[src/rtl/dmc_pkg.sv]
package dmc_pkg;

  typedef enum logic [2:0] {
    S_IDLE,
    S_ACT,
    S_COL,
    S_OPEN,
    S_CLOSE,
    S_PRECH,
    S_REF
  } dmc_state_e;

  function automatic int unsigned imax2(input int unsigned a, input int unsigned b);
    return (a > b) ? a : b;
  endfunction

endpackage

[src/rtl/dmc_refresh_sched.sv]
module dmc_refresh_sched #(
  parameter int ROW_W   = 13,
  parameter int REF_INT = 240
) (
  input  logic             clk,
  input  logic             rst,
  input  logic             ref_take,
  output logic             ref_pend,
  output logic [ROW_W-1:0] ref_row
);
  localparam int TW = $clog2(REF_INT);
  localparam logic [TW-1:0] T_LAST = TW'(REF_INT - 1);

  logic [TW-1:0] tmr;

  always_ff @(posedge clk) begin
    if (rst) begin
      tmr      <= '0;
      ref_pend <= 1'b0;
      ref_row  <= '0;
    end else begin
      tmr <= (tmr == T_LAST) ? '0 : tmr + 1'b1;
      if (ref_take) begin
        ref_pend <= 1'b0;
        ref_row  <= ref_row + 1'b1;
      end
      if (tmr == T_LAST) ref_pend <= 1'b1;
    end
  end
endmodule

[src/rtl/dmc_page_tracker.sv]
module dmc_page_tracker #(
  parameter int ROW_W = 13
) (
  input  logic             clk,
  input  logic             rst,
  input  logic             pg_set,
  input  logic [ROW_W-1:0] pg_set_row,
  input  logic             pg_clr,
  input  logic [ROW_W-1:0] cmp_row,
  output logic             pg_hit
);
  logic             open_vld;
  logic [ROW_W-1:0] open_row;

  always_ff @(posedge clk) begin
    if (rst) begin
      open_vld <= 1'b0;
      open_row <= '0;
    end else if (pg_set) begin
      open_vld <= 1'b1;
      open_row <= pg_set_row;
    end else if (pg_clr) begin
      open_vld <= 1'b0;
    end
  end

  assign pg_hit = open_vld && (open_row == cmp_row);
endmodule

[src/rtl/dram_mux_ctrl.sv]
module dram_mux_ctrl
  import dmc_pkg::*;
#(
  parameter int ROW_W   = 13,
  parameter int COL_W   = 13,
  parameter int DATA_W  = 16,
  parameter int T_RCD   = 3,
  parameter int T_RAC   = 10,
  parameter int T_CAS   = 4,
  parameter int T_RP    = 6,
  parameter int T_RC    = 18,
  parameter int REF_INT = 240,
  localparam int ADDR_W = ROW_W + COL_W,
  localparam int MA_W   = (ROW_W > COL_W) ? ROW_W : COL_W
) (
  input  logic              clk,
  input  logic              rst,
  input  logic              req_valid,
  output logic              req_ready,
  input  logic              req_write,
  input  logic [ADDR_W-1:0] req_addr,
  input  logic [DATA_W-1:0] req_wdata,
  output logic              rsp_valid,
  output logic [DATA_W-1:0] rsp_rdata,
  output logic [MA_W-1:0]   mem_addr,
  output logic              mem_ras_n,
  output logic              mem_cas_n,
  output logic              mem_we_n,
  output logic              mem_oe_n,
  output logic [DATA_W-1:0] mem_dq_out,
  output logic              mem_dq_oe,
  input  logic [DATA_W-1:0] mem_dq_in
);
  localparam int T_RAS  = T_RC - T_RP;
  localparam int CW     = $clog2(T_RC + 1);
  localparam int PH_MAX = imax2(imax2(T_RCD, T_CAS), imax2(T_RP, T_RAC));
  localparam int PW     = $clog2(PH_MAX + 1);

  dmc_state_e        state;
  logic [PW-1:0]     ph;
  logic [CW-1:0]     ras_cnt;
  logic              h_wr, h_pend;
  logic [ADDR_W-1:0] h_addr;
  logic [DATA_W-1:0] h_wdata;

  logic              ref_pend, ref_take;
  logic [ROW_W-1:0]  ref_row;
  logic              pg_hit, pg_set, pg_clr;
  logic [ROW_W-1:0]  req_row, h_row, pg_set_row;

  logic acc_idle, acc_open, act_done, col_done, prech_done, ras_min_ok, go_col;
  logic              c_wr;
  logic [COL_W-1:0]  c_col;
  logic [DATA_W-1:0] c_wdata;

  assign req_row = req_addr[ADDR_W-1 -: ROW_W];
  assign h_row   = h_addr[ADDR_W-1 -: ROW_W];

  // Transition conditions shared by the sequencer and the helpers
  assign acc_idle   = (state == S_IDLE) && !ref_pend && req_valid;
  assign acc_open   = (state == S_OPEN) && !ref_pend && req_valid;
  assign act_done   = (state == S_ACT) && (ph == PW'(T_RCD - 1));
  assign col_done   = (state == S_COL) && (ph >= PW'(T_CAS - 1)) && (ras_cnt >= CW'(T_RAC - 1));
  assign prech_done = (state == S_PRECH) && (ph == PW'(T_RP - 1));
  assign ras_min_ok = ras_cnt >= CW'(T_RAS - 1);
  assign go_col     = act_done || (acc_open && pg_hit);

  assign ref_take   = ((state == S_IDLE) && ref_pend) || (prech_done && !h_pend && ref_pend);
  assign pg_set     = acc_idle || (prech_done && h_pend);
  assign pg_set_row = acc_idle ? req_row : h_row;
  assign pg_clr     = (state == S_CLOSE) && ras_min_ok;

  // Column launch source: live request on a page hit, held request otherwise
  assign c_wr    = (state == S_OPEN) ? req_write : h_wr;
  assign c_col   = (state == S_OPEN) ? req_addr[COL_W-1:0] : h_addr[COL_W-1:0];
  assign c_wdata = (state == S_OPEN) ? req_wdata : h_wdata;

  assign req_ready = ((state == S_IDLE) || (state == S_OPEN)) && !ref_pend;

  dmc_refresh_sched #(.ROW_W(ROW_W), .REF_INT(REF_INT)) u_ref (
    .clk(clk), .rst(rst), .ref_take(ref_take), .ref_pend(ref_pend), .ref_row(ref_row)
  );

  dmc_page_tracker #(.ROW_W(ROW_W)) u_page (
    .clk(clk), .rst(rst), .pg_set(pg_set), .pg_set_row(pg_set_row),
    .pg_clr(pg_clr), .cmp_row(req_row), .pg_hit(pg_hit)
  );

  always_ff @(posedge clk) begin
    if (rst) begin
      state      <= S_IDLE;
      ph         <= '0;
      ras_cnt    <= '0;
      mem_addr   <= '0;
      mem_ras_n  <= 1'b1;
      mem_cas_n  <= 1'b1;
      mem_we_n   <= 1'b1;
      mem_oe_n   <= 1'b1;
      mem_dq_out <= '0;
      mem_dq_oe  <= 1'b0;
      rsp_valid  <= 1'b0;
      rsp_rdata  <= '0;
      h_wr       <= 1'b0;
      h_pend     <= 1'b0;
      h_addr     <= '0;
      h_wdata    <= '0;
    end else begin
      rsp_valid <= 1'b0;
      ras_cnt   <= mem_ras_n ? '0 : ((ras_cnt == CW'(T_RC)) ? ras_cnt : ras_cnt + 1'b1);
      ph        <= (ph == PW'(PH_MAX)) ? ph : ph + 1'b1;

      if (acc_idle || acc_open) begin
        h_wr    <= req_write;
        h_addr  <= req_addr;
        h_wdata <= req_wdata;
      end

      unique case (state)
        S_IDLE: begin
          if (ref_pend) begin
            state     <= S_REF;
            ph        <= '0;
            mem_ras_n <= 1'b0;
            mem_addr  <= MA_W'(ref_row);
          end else if (acc_idle) begin
            state     <= S_ACT;
            ph        <= '0;
            mem_ras_n <= 1'b0;
            mem_addr  <= MA_W'(req_row);
          end
        end
        S_ACT: if (act_done) begin
          state <= S_COL;
          ph    <= '0;
        end
        S_COL: if (col_done) begin
          state     <= S_OPEN;
          ph        <= '0;
          mem_cas_n <= 1'b1;
          mem_we_n  <= 1'b1;
          mem_oe_n  <= 1'b1;
          mem_dq_oe <= 1'b0;
          rsp_valid <= !h_wr;
          if (!h_wr) rsp_rdata <= mem_dq_in;
        end
        S_OPEN: begin
          if (ref_pend) begin
            state <= S_CLOSE;
            ph    <= '0;
          end else if (acc_open) begin
            ph <= '0;
            if (pg_hit) state <= S_COL;
            else begin
              state  <= S_CLOSE;
              h_pend <= 1'b1;
            end
          end
        end
        S_CLOSE, S_REF: if (ras_min_ok) begin
          state     <= S_PRECH;
          ph        <= '0;
          mem_ras_n <= 1'b1;
        end
        S_PRECH: if (prech_done) begin
          ph <= '0;
          if (h_pend) begin
            h_pend    <= 1'b0;
            state     <= S_ACT;
            mem_ras_n <= 1'b0;
            mem_addr  <= MA_W'(h_row);
          end else if (ref_pend) begin
            state     <= S_REF;
            mem_ras_n <= 1'b0;
            mem_addr  <= MA_W'(ref_row);
          end else begin
            state <= S_IDLE;
          end
        end
        default: state <= S_IDLE;
      endcase

      if (go_col) begin
        mem_cas_n  <= 1'b0;
        mem_addr   <= MA_W'(c_col);
        mem_we_n   <= !c_wr;
        mem_oe_n   <= c_wr;
        mem_dq_oe  <= c_wr;
        mem_dq_out <= c_wdata;
      end
    end
  end
endmodule

[config.mk]
export PLATFORM = sky130hd
export DESIGN_NAME = dram_mux_ctrl
export DESIGN_NICKNAME = d
export VERILOG_FILES = /design/src/rtl/dmc_pkg.sv /design/src/rtl/dmc_refresh_sched.sv /design/src/rtl/dmc_page_tracker.sv /design/src/rtl/dram_mux_ctrl.sv
export SDC_FILE = /design/constraint.sdc
export NUM_CORES = 1
export LEC_CHECK = 0
export ABC_AREA = 1
export BUFFER_PORTS_ARGS = -buffer_cell sky130_fd_sc_hd__buf_2
export CAP_MARGIN = 10
export CORE_MARGIN = 2
export CORE_UTILIZATION = 51
export CTS_BUF_LIST = sky130_fd_sc_hd__clkbuf_4 sky130_fd_sc_hd__clkbuf_8 sky130_fd_sc_hd__clkbuf_16
export DETAILED_ROUTE_END_ITERATION = 8
export GPL_TIMING_DRIVEN = 0
export PLACE_DENSITY = 0.76
export SYNTH_ARGS = -nofsm -noshare
export SYNTH_HDL_FRONTEND = slang
export SYNTH_SLANG_ARGS = --single-unit
[constraint.sdc]
create_clock -name clk -period 1.5 [get_ports clk]
set_input_delay 0.3 -clock clk [delete_from_list [all_inputs] [get_ports clk]]
set_output_delay 0.3 -clock clk [all_outputs]
set_load 0.03 [all_outputs]
==> flow_metrics.py <==
metrics = {
    "sta": {
        "relSlewSlack_pct": 47.9,
        "min_period_ns": 1.80,
        "finalSetupViolations": 114,
        "rsz0062_at_grt": "yes",
        "final_hold_viol_count": 0,
        "max_freq_ghz": 0.554,
        "hold_slack_ns": 0.113,
        "fin_skew_ns": 0.00791,
        "maxSlewViolCount": 0,
        "tightest_slew_ns": 0.781,
        "setup_slack_ns": -0.304,
        "period_share_pct": 120,
    },
    "job": {
        "maxCapViolCount": 0,
    },
    "synth": {
        "synthFlopType": "dfxtp_1",
        "postSynthAreaPerCell_sq_um": 6.93,
        "synth.area.top_cells": "dfxtp_1, nand2_1, a21oi_1, o21ai_0, inv_1",
        "yosysSeqAreaShare_pct": 40.2,
        "synth_top_area_cell": "dfxtp_1",
        "synth_nets": 1097,
        "synth_seq_cells": 143,
        "synth.distinct_cells": 45,
        "netlist_area_sq_um": 7120,
        "synth_top_area_share_pct": 40.2,
        "syn_inst": 1027,
        "synthArstFlopShare_pct": 0,
        "ys.warnings.count": 0,
        "synth_edf_count": 0,
    },
    "floorplanning": {
        "rows": 43,
        "coreArea_sq_um": 13800,
        "die_w_microns": 122,
        "die_height_microns": 122,
        "num_io_pins": 114,
        "die_area_sq_um": 14900,
        "initial_core_util_pct": 51.7,
    },
    "global_routing": {
        "grt_overflow": 0,
        "track_usage_pct": 30.2,
        "antenna_found_initial": 0,
        "grt_pass1_wl_microns": 35100,
        "grt_max_degree": 17,
        "grt_pass1_vias": 7160,
    },
    "detailed_routing": {
        "first_iter_violations": 927,
        "route.vias.total": 8250,
        "ant_nets": 0,
        "drt_wl_total_microns": 25700,
        "vias_per_cell": 5.83,
        "drt_drc_violations_left": 0,
        "dr.pass1.iters": 7,
        "wl_per_cell_microns": 18.2,
    },
    "setup_path": {
        "end_kind": "flop",
        "critPathMaxFanout": 8,
        "startpoint_type": "flop",
        "critPathArrivalTime_ns": 2.14,
        "worstSetupPathType": "reg2reg",
        "critical_path_required_ns": 1.84,
    },
    "power_and_ir_drop": {
        "switching_share_pct": 37.5,
        "clkPwrFrac_pct": 28.4,
        "leakage_uw": 0.00458,
        "irDropWorstVdd_uv": 1210,
        "seqPwrFrac_pct": 32.3,
        "p_int_uw": 9750,
        "cellPowerDensity_nw_per_um2": 1500,
        "switchingPower_uw": 5850,
        "finalPower_uw": 15600,
        "power_frac_comb_pct": 39.3,
    },
    "cells_and_area": {
        "multi_input_area_sq_um": 4430,
        "nets": 1294,
        "drive_above_1_share_pct": 42.5,
        "most-common-layout-cells": "nand2_1, dfxtp_1, buf_2, inv_1, a21oi_1",
        "seq_area_sq_um": 2900,
        "fillers": 942,
        "fin_cells": 1416,
        "antennaDiodeCount": 0,
        "final_common_cell": "nand2_1",
        "design_area_sq_um": 10400,
        "fin_util_pct": 75.7,
        "area_growth_pct": 46.5,
    },
    "clock_tree": {
        "clkTransAtPathRegs_ns": 0.06,
        "htreeDepth": 4,
        "clock_sink_count": 143,
        "cts_hold_buf": 0,
        "cts_max_path_buffers": 2,
        "cts_buffers": 17,
        "clkLatencyLatePin_ns": 0.43,
        "root_buffer": "clkbuf_16",
        "cts_tree": "yes",
    },
    "status": {
        "status": "complete, but fails checks",
        "violations": "setup timing",
    },
    "place": {
        "place.gp.congestion": 0.924,
        "postPlaceCellArea_sq_um": 7920,
        "dp_hpwl_microns": 14300,
        "place_inst": 1319,
        "io_buffer_count": 112,
    },
    "hold_path": {
        "hold_path.class": "in2reg",
    },
}
==> cell usage after synthesis, types with 2 or more instances <==
master,instances
inv_2,13
inv_1,106
buf_4,8
nor3b_1,2
xor2_1,7
buf_6,9
nand3_4,2
nand2_2,7
nor2_1,76
dfxtp_1,143
nand4_1,16
ha_1,8
nand3b_1,2
nor3_1,11
o221ai_1,5
xnor2_1,3
nor2_4,6
clkbuf_1,25
nand2_4,3
nand2_1,232
nand3_2,2
o21a_1,2
a21oi_1,110
nand3_1,71
buf_2,11
o21ai_0,103
nor4_1,3
or2_2,2
o21ai_1,23
==> worst paths after layout <==
path	slack (ns)	from	cells past startpoint	endpoint
min reg2reg	0.42	u_ref.tmr[0]$_SDFF_PP0_	1	u_ref.tmr[0]$_SDFF_PP0_
max	-0.30	state[1]$_SDFFE_PP0P_	11	mem_addr[11]$_SDFFE_PP0P_
max reg2reg	-0.30	state[1]$_SDFFE_PP0P_	11	mem_addr[11]$_SDFFE_PP0P_
min	0.11	req_wdata[1]	3	h_wdata[1]$_SDFFE_PP0P_
==> logic make-up (layout without fill, tap and decap cells) <==
kind of cell               Yosys count  in the layout  synth area share, %
AOI/OAI and AO/OA                  250            250                 18.3
xor gates and xnor gates            10             10                 1.23
adders and majority gates            8              8                 1.41
buffers and inverters              174            383                 10.8
DFF                                143            143                 40.2
and+or+nand+nor                    442            442                 28.1
==> flip-flops by register name, summed over array words and instances (netlist names), 3 cells and up <==
register and flops:
h_addr 26, h_wdata 16, mem_addr 13, mem_dq_out 16, ph 4, ras_cnt 5
rsp_rdata 16, state 3, u_page.open_row 13, u_ref.ref_row 13, u_ref.tmr 8
==> cell type report <==
cell class | count | area share (%)
clock buffer | 22 | 4.56
clock inverter | 9 | 1.28
inverter | 120 | 4.61
timing repair buffer | 178 | 12.3
timing repair inverter | 1 | 0.0600
tap | 180 | 2.16
multi-input combinational | 710 | 42.5
sequential | 143 | 27.8
buffer | 53 | 4.63
==> critical path, cell delays in order (launching register included) <==
cell	delay, ns
dfxtp_4	0.37
inv_4	0.09
nand3_4	0.08
buf_12	0.16
nor2_4	0.18
buf_6	0.14
nand2_1	0.07
nand3_1	0.10
nand3_1	0.11
nand3_1	0.10
nand2_1	0.09
a21oi_1	0.21
==> per-stage QoR <==
step,worst slack [ns],TNS [ns]
final,-0.304,-13.96
after global routing,-0.339,-20.01
after CTS,-0.166,-6.01
after detailed placement,-0.614,-38.12
after global placement,-0.596,-36.05
after floorplan,0.00473,0
==> per-layer routing <==
metal,wire length (microns),share of wire (%),track usage [%],up-vias
li1,-,-,-,3759
met1,9580,37,37.9,3849
met2,12500,49,49.1,509
met3,2350,9.1,7.35,133
met4,1310,5.1,14.1,0
met5,0,0,0,-
==> power by group through the flow <==
stage / sequential (uW) / combinational, uW / clock, uW
floorplan: 5150 / 2440 / 0
global placement: 4900 / 3660 / 0
detailed placement: 4910 / 3740 / 0
CTS: 4930 / 4760 / 4390
global route: 5100 / 6470 / 4580
finish: 5040 / 6130 / 4420
==> timing repair <==
action / 4_1_cts / 5_1_grt
resized for setup: 196 / 227
endpoints found under the hold margin: 0 / 0
buffers inserted: 37 / 17
gates cloned: 9 / 5
setup endpoints to repair: 136 / 138
pin swaps: 37 / 63
Note: power is estimated with default switching activity, not from simulation.
